[config.mk]
export PLATFORM = sky130hd
export DESIGN_NAME = irq_nest_arb
export DESIGN_NICKNAME = d
export VERILOG_FILES = /design/src/rtl/irq_arb_pkg.sv /design/src/rtl/irq_arb_cfg.sv /design/src/rtl/irq_arb_pick.sv /design/src/rtl/irq_arb_stack.sv /design/src/rtl/irq_nest_arb.sv
export SDC_FILE = /design/constraint.sdc
export NUM_CORES = 2
export LEC_CHECK = 0
export BUFFER_PORTS_ARGS = -buffer_cell sky130_fd_sc_hd__buf_4
export CAP_MARGIN = 15
export CORE_ASPECT_RATIO = 0.75
export CORE_MARGIN = 1.5
export CORE_UTILIZATION = 35
export CTS_BUF_LIST = sky130_fd_sc_hd__clkbuf_8
export CTS_CLUSTER_SIZE = 16
export DETAILED_ROUTE_END_ITERATION = 12
export SYNTH_ARGS = -nofsm -noshare
export SYNTH_HDL_FRONTEND = slang
export SYNTH_SLANG_ARGS = --single-unit
[constraint.sdc]
create_clock -name clk -period 123.7 [get_ports clk]
set_input_delay 24.74 -clock clk [delete_from_list [all_inputs] [get_ports clk]]
set_output_delay 24.74 -clock clk [all_outputs]
set_load 0.02 [all_outputs]
[src/rtl/irq_arb_pkg.sv]
package irq_arb_pkg;
  localparam int NSYS      = 7;
  localparam int SYS_NMI   = 0;
  localparam int SYS_HF    = 1;
  localparam int SYS_MEM   = 2;
  localparam int SYS_USE   = 4;
  localparam int NSET      = NSYS - 2;   // settable system handlers, index = sys bit - 2
  localparam int IRQ_VBASE = 16;
  localparam int CFG_SYS   = 48;
  localparam int CFG_GRP   = 56;
  localparam int LVL_NMI   = 1;
  localparam int LVL_HF    = 2;
  localparam int LVL_BASE  = 3;

  function automatic int sys_vec(input int idx);
    case (idx)
      0: return 2;
      1: return 3;
      2: return 4;
      3: return 5;
      4: return 6;
      5: return 11;
      default: return 12;
    endcase
  endfunction
endpackage

[src/rtl/irq_arb_cfg.sv]
module irq_arb_cfg
  import irq_arb_pkg::*;
#(
  parameter int NIRQ   = 37,
  parameter int PRIO_W = 3,
  parameter int ADDR_W = 6
) (
  input  logic                              clk,
  input  logic                              rst_n,
  input  logic                              we,
  input  logic [ADDR_W-1:0]                 addr,
  input  logic [PRIO_W:0]                   wdata,
  output logic [NIRQ-1:0][PRIO_W-1:0]       irq_prio,
  output logic [NIRQ-1:0]                   irq_en,
  output logic [NSET-1:0][PRIO_W-1:0]       set_prio,
  output logic [NSET-1:0]                   set_en,
  output logic [PRIO_W-1:0]                 pmask
);
  logic [PRIO_W-1:0] grp_q;
  logic [NSET-1:0]   set_en_q;

  for (genvar i = 0; i < NIRQ; i++) begin : g_irq
    always_ff @(posedge clk) begin
      if (!rst_n) begin
        irq_prio[i] <= '0;
        irq_en[i]   <= 1'b0;
      end else if (we && int'(addr) == i) begin
        irq_prio[i] <= wdata[PRIO_W-1:0];
        irq_en[i]   <= wdata[PRIO_W];
      end
    end
  end

  for (genvar k = 0; k < NSET; k++) begin : g_set
    always_ff @(posedge clk) begin
      if (!rst_n) begin
        set_prio[k] <= '0;
        set_en_q[k] <= 1'b0;
      end else if (we && int'(addr) == CFG_SYS + k) begin
        set_prio[k] <= wdata[PRIO_W-1:0];
        set_en_q[k] <= wdata[PRIO_W];
      end
    end
    // service call (sys bit 5) cannot be disabled
    if (k + 2 == 5) begin : g_always
      assign set_en[k] = 1'b1;
    end else begin : g_prog
      assign set_en[k] = set_en_q[k];
    end
  end

  always_ff @(posedge clk) begin
    if (!rst_n)                           grp_q <= '0;
    else if (we && int'(addr) == CFG_GRP) grp_q <= wdata[PRIO_W-1:0];
  end

  // bits at or above the grouping value belong to the preemption level
  always_comb begin
    for (int b = 0; b < PRIO_W; b++) pmask[b] = (int'(grp_q) <= b);
  end
endmodule

[src/rtl/irq_arb_pick.sv]
module irq_arb_pick #(
  parameter int NSRC   = 44,
  parameter int RANK_W = 4,
  parameter int VEC_W  = 6,
  localparam int SRC_W = $clog2(NSRC)
) (
  input  logic [NSRC-1:0]              elig,
  input  logic [NSRC-1:0][RANK_W-1:0]  rank,
  input  logic [NSRC-1:0][RANK_W-1:0]  lvl,
  input  logic [NSRC-1:0][VEC_W-1:0]   vec,
  output logic                         win_ok,
  output logic [SRC_W-1:0]             win_idx,
  output logic [RANK_W-1:0]            win_lvl,
  output logic [VEC_W-1:0]             win_vec
);
  logic [RANK_W-1:0] best;

  // sources are ordered by ascending vector, so a strict compare keeps the lower vector on ties
  always_comb begin
    win_ok  = 1'b0;
    win_idx = '0;
    win_lvl = '1;
    win_vec = '0;
    best    = '1;
    for (int s = 0; s < NSRC; s++) begin
      if (elig[s] && (!win_ok || rank[s] < best)) begin
        win_ok  = 1'b1;
        best    = rank[s];
        win_idx = SRC_W'(s);
        win_lvl = lvl[s];
        win_vec = vec[s];
      end
    end
  end
endmodule

[src/rtl/irq_arb_stack.sv]
module irq_arb_stack #(
  parameter int DEPTH  = 10,
  parameter int RANK_W = 4,
  parameter int VEC_W  = 6,
  localparam int CW    = $clog2(DEPTH + 1),
  localparam int SLOTS = 1 << CW
) (
  input  logic              clk,
  input  logic              rst_n,
  input  logic              push,
  input  logic              pop,
  input  logic              repl,
  input  logic [RANK_W-1:0] in_lvl,
  input  logic [VEC_W-1:0]  in_vec,
  output logic [CW-1:0]     cnt,
  output logic              empty,
  output logic [RANK_W-1:0] top_lvl,
  output logic [RANK_W-1:0] below_lvl,
  output logic [VEC_W-1:0]  below_vec
);
  logic [RANK_W-1:0] lvl_q [SLOTS];
  logic [VEC_W-1:0]  vec_q [SLOTS];
  logic [CW-1:0]     tix, bix;

  assign tix   = cnt - 1'b1;
  assign bix   = cnt - 2'd2;
  assign empty = (cnt == '0);

  always_comb begin
    top_lvl   = empty ? '1 : lvl_q[tix];
    below_lvl = (cnt < 2) ? '1 : lvl_q[bix];
    below_vec = (cnt < 2) ? '0 : vec_q[bix];
  end

  always_ff @(posedge clk) begin
    if (!rst_n) begin
      cnt <= '0;
    end else if (push) begin
      lvl_q[cnt] <= in_lvl;
      vec_q[cnt] <= in_vec;
      cnt        <= cnt + 1'b1;
    end else if (repl) begin
      lvl_q[tix] <= in_lvl;
      vec_q[tix] <= in_vec;
    end else if (pop) begin
      cnt <= cnt - 1'b1;
    end
  end

  a_r14_no_overflow: assert property (@(posedge clk) disable iff (!rst_n)
    push |-> int'(cnt) < DEPTH);
  a_r14_levels_descend: assert property (@(posedge clk) disable iff (!rst_n)
    (cnt >= 2) |-> top_lvl < below_lvl);
  a_r13_no_pop_empty: assert property (@(posedge clk) disable iff (!rst_n)
    (pop || repl) |-> !empty);
endmodule

[src/rtl/irq_nest_arb.sv]
module irq_nest_arb
  import irq_arb_pkg::*;
#(
  parameter int NIRQ   = 37,
  parameter int PRIO_W = 3,
  localparam int NSRC   = NSYS + NIRQ,
  localparam int RANK_W = $clog2((1 << PRIO_W) + LVL_BASE + 1),
  localparam int VEC_W  = $clog2(IRQ_VBASE + NIRQ),
  localparam int ADDR_W = $clog2(CFG_GRP + 1),
  localparam int DEPTH  = (1 << PRIO_W) + 2,
  localparam int CW     = $clog2(DEPTH + 1),
  localparam int SRC_W  = $clog2(NSRC)
) (
  input  logic              clk,
  input  logic              rst_n,
  input  logic [NIRQ-1:0]   irq_req,
  input  logic [NSYS-1:0]   sys_req,
  input  logic              hnd_done,
  input  logic              cfg_we,
  input  logic [ADDR_W-1:0] cfg_addr,
  input  logic [PRIO_W:0]   cfg_wdata,
  output logic              evt_enter,
  output logic              evt_chain,
  output logic              evt_return,
  output logic [VEC_W-1:0]  evt_vec,
  output logic [CW-1:0]     act_depth
);
  logic [NIRQ-1:0][PRIO_W-1:0] irq_prio;
  logic [NIRQ-1:0]             irq_en;
  logic [NSET-1:0][PRIO_W-1:0] set_prio;
  logic [NSET-1:0]             set_en;
  logic [PRIO_W-1:0]           pmask;

  irq_arb_cfg #(.NIRQ(NIRQ), .PRIO_W(PRIO_W), .ADDR_W(ADDR_W)) u_cfg (
    .clk(clk), .rst_n(rst_n), .we(cfg_we), .addr(cfg_addr), .wdata(cfg_wdata),
    .irq_prio(irq_prio), .irq_en(irq_en), .set_prio(set_prio), .set_en(set_en),
    .pmask(pmask)
  );

  // per-source rank (full priority), preemption level, vector and enable
  logic [NSRC-1:0][RANK_W-1:0] rank_v, lvl_v;
  logic [NSRC-1:0][VEC_W-1:0]  vec_v;
  logic [NSRC-1:0]             en_v;

  for (genvar s = 0; s < NSRC; s++) begin : g_src
    if (s == SYS_NMI) begin : g_nmi
      assign rank_v[s] = RANK_W'(LVL_NMI);
      assign lvl_v[s]  = RANK_W'(LVL_NMI);
      assign en_v[s]   = 1'b1;
    end else if (s == SYS_HF) begin : g_hf
      assign rank_v[s] = RANK_W'(LVL_HF);
      assign lvl_v[s]  = RANK_W'(LVL_HF);
      assign en_v[s]   = 1'b1;
    end else if (s < NSYS) begin : g_set
      assign rank_v[s] = RANK_W'(LVL_BASE) + RANK_W'(set_prio[s-2]);
      assign lvl_v[s]  = RANK_W'(LVL_BASE) + RANK_W'(set_prio[s-2] & pmask);
      assign en_v[s]   = set_en[s-2];
    end else begin : g_irq
      assign rank_v[s] = RANK_W'(LVL_BASE) + RANK_W'(irq_prio[s-NSYS]);
      assign lvl_v[s]  = RANK_W'(LVL_BASE) + RANK_W'(irq_prio[s-NSYS] & pmask);
      assign en_v[s]   = irq_en[s-NSYS];
    end
    if (s < NSYS) begin : g_svec
      assign vec_v[s] = VEC_W'(sys_vec(s));
    end else begin : g_ivec
      assign vec_v[s] = VEC_W'(IRQ_VBASE + s - NSYS);
    end
  end

  logic [NSRC-1:0]   pend_q, pend_nxt, esc, elig, clr;
  logic [RANK_W-1:0] cur_lvl, below_lvl, win_lvl;
  logic [VEC_W-1:0]  below_vec, win_vec;
  logic [SRC_W-1:0]  win_idx;
  logic              win_ok, stk_empty;
  logic              do_push, do_chain, do_pop;

  // a configurable fault that cannot be taken turns into a hard fault
  always_comb begin
    esc = '0;
    for (int s = SYS_MEM; s <= SYS_USE; s++)
      esc[s] = pend_q[s] && (!en_v[s] || lvl_v[s] >= cur_lvl);
  end

  assign elig = pend_q & en_v & ~esc;

  irq_arb_pick #(.NSRC(NSRC), .RANK_W(RANK_W), .VEC_W(VEC_W)) u_pick (
    .elig(elig), .rank(rank_v), .lvl(lvl_v), .vec(vec_v),
    .win_ok(win_ok), .win_idx(win_idx), .win_lvl(win_lvl), .win_vec(win_vec)
  );

  always_comb begin
    do_push  = 1'b0;
    do_chain = 1'b0;
    do_pop   = 1'b0;
    if (hnd_done && !stk_empty) begin
      if (win_ok && win_lvl < below_lvl) do_chain = 1'b1;
      else                               do_pop   = 1'b1;
    end else if (!hnd_done && win_ok && win_lvl < cur_lvl) begin
      do_push = 1'b1;
    end
    clr = (do_push || do_chain) ? (NSRC'(1) << win_idx) : '0;
    pend_nxt = (pend_q & ~clr & ~esc) | {irq_req, sys_req};
    pend_nxt[SYS_HF] = pend_nxt[SYS_HF] | (|esc);
  end

  irq_arb_stack #(.DEPTH(DEPTH), .RANK_W(RANK_W), .VEC_W(VEC_W)) u_stack (
    .clk(clk), .rst_n(rst_n), .push(do_push), .pop(do_pop), .repl(do_chain),
    .in_lvl(win_lvl), .in_vec(win_vec), .cnt(act_depth), .empty(stk_empty),
    .top_lvl(cur_lvl), .below_lvl(below_lvl), .below_vec(below_vec)
  );

  always_ff @(posedge clk) begin
    if (!rst_n) begin
      pend_q     <= '0;
      evt_enter  <= 1'b0;
      evt_chain  <= 1'b0;
      evt_return <= 1'b0;
      evt_vec    <= '0;
    end else begin
      pend_q     <= pend_nxt;
      evt_enter  <= do_push;
      evt_chain  <= do_chain;
      evt_return <= do_pop;
      evt_vec    <= (do_push || do_chain) ? win_vec : (do_pop ? below_vec : '0);
    end
  end

  a_r2_enter_deepens: assert property (@(posedge clk) disable iff (!rst_n)
    evt_enter |-> act_depth == $past(act_depth) + 1'b1);
  a_r2_enter_outranks: assert property (@(posedge clk) disable iff (!rst_n)
    evt_enter |-> cur_lvl < $past(cur_lvl));
  a_r3_nmi_held: assert property (@(posedge clk) disable iff (!rst_n)
    ($past(cur_lvl) == RANK_W'(LVL_NMI)) |-> !evt_enter);
  a_r9_chain_keeps_depth: assert property (@(posedge clk) disable iff (!rst_n)
    evt_chain |-> $stable(act_depth));
  a_r9_one_event: assert property (@(posedge clk) disable iff (!rst_n)
    $onehot0({evt_enter, evt_chain, evt_return}));
  a_r10_return_pops: assert property (@(posedge clk) disable iff (!rst_n)
    evt_return |-> act_depth == $past(act_depth) - 1'b1);
  a_r11_no_reserved: assert property (@(posedge clk) disable iff (!rst_n)
    (evt_enter || evt_chain) |-> (evt_vec < 7 || evt_vec > 10));
endmodule

==> metrics.txt <==
# TYPE chip_impl_metric gauge
chip_impl_metric{name="synth-xor-area-share",unit=""} 0.02554
chip_impl_metric{name="ant_nets",unit=""} 0
chip_impl_metric{name="synth_seq_cells",unit=""} 387
chip_impl_info{name="most-common-layout-cells",value="sky130_fd_sc_hd__nand2_1, sky130_fd_sc_hd__a21oi_1, sky130_fd_sc_hd__nor2_1"} 1
chip_impl_metric{name="ys.warnings.count",unit=""} 0
chip_impl_metric{name="net_count_reported_at_finish",unit=""} 3862
chip_impl_metric{name="drt_pre_antenna_iters",unit=""} 7
chip_impl_metric{name="synth_area",unit="um2"} 30130
chip_impl_metric{name="place_hpwl",unit="um"} 73250
chip_impl_metric{name="power_density",unit="nW/um2"} 13.70
chip_impl_metric{name="synth_enable_flop_cells",unit=""} 160
chip_impl_metric{name="critical_path.n_buffers_inverters",unit=""} 20
chip_impl_info{name="holdCritStartpoint",value="u_cfg.irq_en[18]"} 1
chip_impl_info{name="crit_path_end_kind",value="flip-flop"} 1
chip_impl_info{name="cts.root.buffer_cell",value="sky130_fd_sc_hd__clkbuf_8"} 1
chip_impl_metric{name="final_gp_congestion",unit=""} 0.9669
chip_impl_metric{name="area_overhead_vs_synth",unit="%"} 9.317
chip_impl_metric{name="cap_viol_max_count",unit=""} 0
chip_impl_metric{name="yosys-mux-area-fraction",unit=""} 0.09762
chip_impl_info{name="start_kind",value="flip-flop"} 1
chip_impl_metric{name="grt_overflow_total",unit=""} 0
chip_impl_metric{name="yosysTopAreaCellShare",unit=""} 0.1594
chip_impl_metric{name="total_negative_setup_slack",unit="ns"} 0
chip_impl_metric{name="worst-path-max-fanout",unit=""} 34
chip_impl_metric{name="cts_max_level",unit=""} 3
chip_impl_metric{name="netSwitchingFraction",unit=""} 0.3866
chip_impl_metric{name="avgRoutedWirePerCell",unit="um"} 20.62
chip_impl_metric{name="synth-adder-area-share",unit=""} 0.08225
chip_impl_metric{name="clock_path_buffers",unit=""} 3
chip_impl_metric{name="max-vdd-ir-drop",unit="V"} 0.000009995
chip_impl_metric{name="die-height",unit="um"} 257.1
chip_impl_metric{name="cts_sinks",unit=""} 387
chip_impl_metric{name="netSwitchingPower",unit="uW"} 174.4
chip_impl_metric{name="share_comb_of_total_power",unit=""} 0.417
chip_impl_metric{name="synth_async_sr_flop_share",unit=""} 0
chip_impl_metric{name="placementRows",unit=""} 92
chip_impl_metric{name="cts.repair.resized",unit=""} 0
chip_impl_info{name="combinational_family_with_the_most_area_after_synthesis",value="compound AO/OA/AOI/OAI gates"} 1
chip_impl_info{name="worst_hold_path_type",value="reg2reg"} 1
chip_impl_info{name="tritoncts",value="built"} 1
chip_impl_metric{name="finalHoldViolCount",unit=""} 0
chip_impl_info{name="ys_dominant_reg_cell",value="sky130_fd_sc_hd__dfxtp_1"} 1
chip_impl_metric{name="synthesis.instances",unit=""} 3631
chip_impl_metric{name="post_synth_cell_types",unit=""} 127
chip_impl_info{name="critical_path_class",value="reg2reg"} 1
chip_impl_metric{name="grt_antenna_before_repair",unit=""} 6
chip_impl_metric{name="die_area",unit="um2"} 87880
chip_impl_metric{name="maxSlewViolCount",unit=""} 0
chip_impl_metric{name="cts_buffers",unit=""} 68
chip_impl_metric{name="max_slew_margin",unit=""} 0.2168
chip_impl_metric{name="synth_compound_gate_area_share",unit=""} 0.2474
chip_impl_metric{name="synth_sequential_area_ratio",unit=""} 0.3102
chip_impl_info{name="r2r-start",value="u_stack.cnt[0]"} 1
chip_impl_metric{name="total_leakage_power",unit="uW"} 0.01211
chip_impl_metric{name="synth_area_per_cell",unit="um2"} 8.299
chip_impl_info{name="timing.critical_path.slowest_stage_cell",value="sky130_fd_sc_hd__o31ai_2"} 1
chip_impl_metric{name="setup-violations-final",unit=""} 0
chip_impl_info{name="grt_setup_unrepaired",value="false"} 1
chip_impl_metric{name="maxClockFrequency",unit="MHz"} 11.74
chip_impl_metric{name="slowest_delay",unit="ns"} 0.89
chip_impl_info{name="crit_family",value="compound AO/OA/AOI/OAI gates"} 1
chip_impl_info{name="critPathMostFrequentCell",value="sky130_fd_sc_hd__ha_1"} 1
chip_impl_metric{name="max_slew.worst_pin.slew",unit="ns"} 1.168
chip_impl_metric{name="first_global_vias",unit=""} 25020
chip_impl_metric{name="design.portCount",unit=""} 71
chip_impl_metric{name="holdBufCountCts",unit=""} 0
chip_impl_metric{name="critical_path_required",unit="ns"} 123.95
chip_impl_metric{name="floorplan.initialDensity",unit=""} 0.3562
chip_impl_metric{name="layout-drive-gt1-share",unit=""} 0.1098
chip_impl_metric{name="seq_area",unit="um2"} 9353
chip_impl_metric{name="post_drt_via_cell_ratio",unit=""} 5.880
chip_impl_metric{name="postSynthNetCount",unit=""} 3879
chip_impl_metric{name="grt_pass1_wl",unit="um"} 150700
chip_impl_metric{name="multiInputGateArea",unit="um2"} 19380
chip_impl_metric{name="drc",unit=""} 0
chip_impl_metric{name="fp.dieW",unit="um"} 341.8
chip_impl_metric{name="dr_total_vias",unit=""} 28170
chip_impl_metric{name="clock_input_transition_at_the_sequential_cells_of_the_worst_setup_and_hold_paths",unit="ns"} 0.06
chip_impl_info{name="yosys.area.top_type",value="sky130_fd_sc_hd__edfxtp_1"} 1
chip_impl_metric{name="final_min_period_over_clock_period",unit=""} 0.6883
chip_impl_metric{name="design.core.area",unit="um2"} 84610
chip_impl_metric{name="synth_simple_gate_area_frac",unit=""} 0.1870
chip_impl_metric{name="worstSkewPairLatency",unit="ns"} 0.65
chip_impl_metric{name="grt_use_total",unit=""} 0.2183
chip_impl_metric{name="drt_wl_total",unit="um"} 98790
chip_impl_metric{name="place.port_buffers",unit=""} 70
chip_impl_metric{name="internal_power",unit="uW"} 276.8
chip_impl_metric{name="post-cts-setup-buffers",unit=""} 0
chip_impl_metric{name="cp_data_arrival_time",unit="ns"} 85.40
chip_impl_metric{name="fill_cells",unit=""} 8500
chip_impl_info{name="synth.top_cells.by_area",value="sky130_fd_sc_hd__edfxtp_1, sky130_fd_sc_hd__dfxtp_1, sky130_fd_sc_hd__ha_1"} 1
chip_impl_metric{name="grt_start_max_net_pins",unit=""} 109
chip_impl_metric{name="seqPwrFrac",unit=""} 0.325
chip_impl_metric{name="min_period",unit="ns"} 85.15
chip_impl_info{name="most_common_library_cell_in_the_layout_ignoring_fill_and_taps",value="sky130_fd_sc_hd__nand2_1"} 1
chip_impl_info{name="critical_path.startpoint",value="u_stack.cnt[0]"} 1
chip_impl_info{name="outcome",value="finished clean"} 1
chip_impl_metric{name="postLayoutCoreUtil",unit=""} 0.3894
chip_impl_metric{name="p_clk_frac",unit=""} 0.258
chip_impl_metric{name="detail_route.iter0.violations",unit=""} 3239
chip_impl_metric{name="worst_clock_skew",unit="ns"} 0.03244
## cell usage after synthesis (all sizes together) (13+ instances only)
| library cell | instances |
|---|---|
| nand2b | 28 |
| ha | 190 |
| a31oi | 47 |
| a21o | 47 |
| nor2 | 317 |
| o21ai | 237 |
| o31ai | 17 |
| nor3 | 50 |
| and2 | 40 |
| xnor2 | 59 |
| nand3 | 161 |
| o211ai | 58 |
| dfxtp | 227 |
| mux2 | 30 |
| buf | 38 |
| or2 | 17 |
| o21a | 61 |
| edfxtp | 160 |
| xor2 | 28 |
| a211o | 27 |
| mux4 | 69 |
| clkbuf | 155 |
| nand2 | 523 |
| a211oi | 52 |
| mux2i | 103 |
| inv | 186 |
| and3 | 24 |
| nor3b | 16 |
| o211a | 13 |
| a21oi | 386 |
| nand4 | 13 |
## power by group through the flow
stage / Clock (uW) / Sequential (uW) / Combinational, uW
global route: 124 / 147 / 204
finish: 116 / 147 / 188
CTS: 119 / 147 / 185
global placement: 0 / 149 / 184
detailed placement: 0 / 149 / 184
floorplan: 0 / 147 / 136
## sequential cells by signal (all words and copies together) (netlist names)
register and flops:
evt_chain 1, evt_return 1, u_stack.lvl_q 64, u_cfg.grp_q 3, u_cfg.set_en 4, u_stack.vec_q 96
evt_enter 1, u_cfg.irq_prio 111, evt_vec 6, u_cfg.set_prio 15, u_cfg.irq_en 37, u_stack.cnt 4
pend_q 44
## area by class of cell
class,instances,area share
multi-input combinational,2865,0.5882
sequential,387,0.2839
tap,1128,0.04284
clock buffer,76,0.03175
timing repair buffer,106,0.02419
inverter,186,0.02135
clock inverter,40,0.007596
antenna,2,0.0001519
## path summary, 6_finish.rpt
kind	depth (start not counted)	slack, ns	endpoint
hold / removal	2	0.46	u_cfg.irq_en[18]
setup reg to reg	330	38.55	u_stack.vec_q[6][5]
hold reg to reg	2	0.46	u_cfg.irq_en[18]
setup / recovery	330	38.55	u_stack.vec_q[6][5]
## stage by stage
stage | cells | setup slack, ns | power (uW) | area [um2] | hold slack [ns]
2_1_floorplan | 3631 | 51.84 | 282.4 | 30130 | 0.4318
3_3_place_gp | 4670 | 42.16 | 333.4 | 31620 | 0.4429
3_5_place_dp | 4670 | 40.30 | 333.3 | 31620 | 0.4474
4_1_cts | 4786 | 39.99 | 450.5 | 32920 | 0.4561
5_1_grt | 4790 | 30.42 | 475.3 | 32940 | 0.4724
6_report | 4790 | 38.55 | 451.2 | 32940 | 0.4552
## kinds of logic (layout without fill, tap and decap cells)
kind of cell | Yosys count | after routing
and+or+nand+nor | 1251 | 1251
AOI/OAI and AO/OA | 1125 | 1125
DFF | 387 | 387
buffers and inverters | 379 | 408
muxes | 202 | 202
adders and majority gates | 200 | 200
xor gates and xnor gates | 87 | 87
other | 0 | 2
## worst reg2reg max path, delay by kind of cell, from the launching register on
kind | cells | cell delay [ns]
compound gates | 156 | 43.50
xor+xnor | 1 | 0.79
fa+ha+maj | 43 | 12.37
buf+inv | 20 | 3.62
flops | 1 | 0.75
mux | 15 | 5.88
simple gates | 95 | 17.82
## per-layer routing
| layer | GRT usage | vias up | part of all wire |
|---|---|---|---|
| met5 | 0 | - | 0.00034 |
| met4 | 0.05247 | 6 | 0.017 |
| met3 | 0.04418 | 120 | 0.10 |
| met2 | 0.2898 | 1228 | 0.39 |
| met1 | 0.3493 | 13470 | 0.49 |
| li1 | - | 13340 | - |
(Power assumes the default switching activity.)
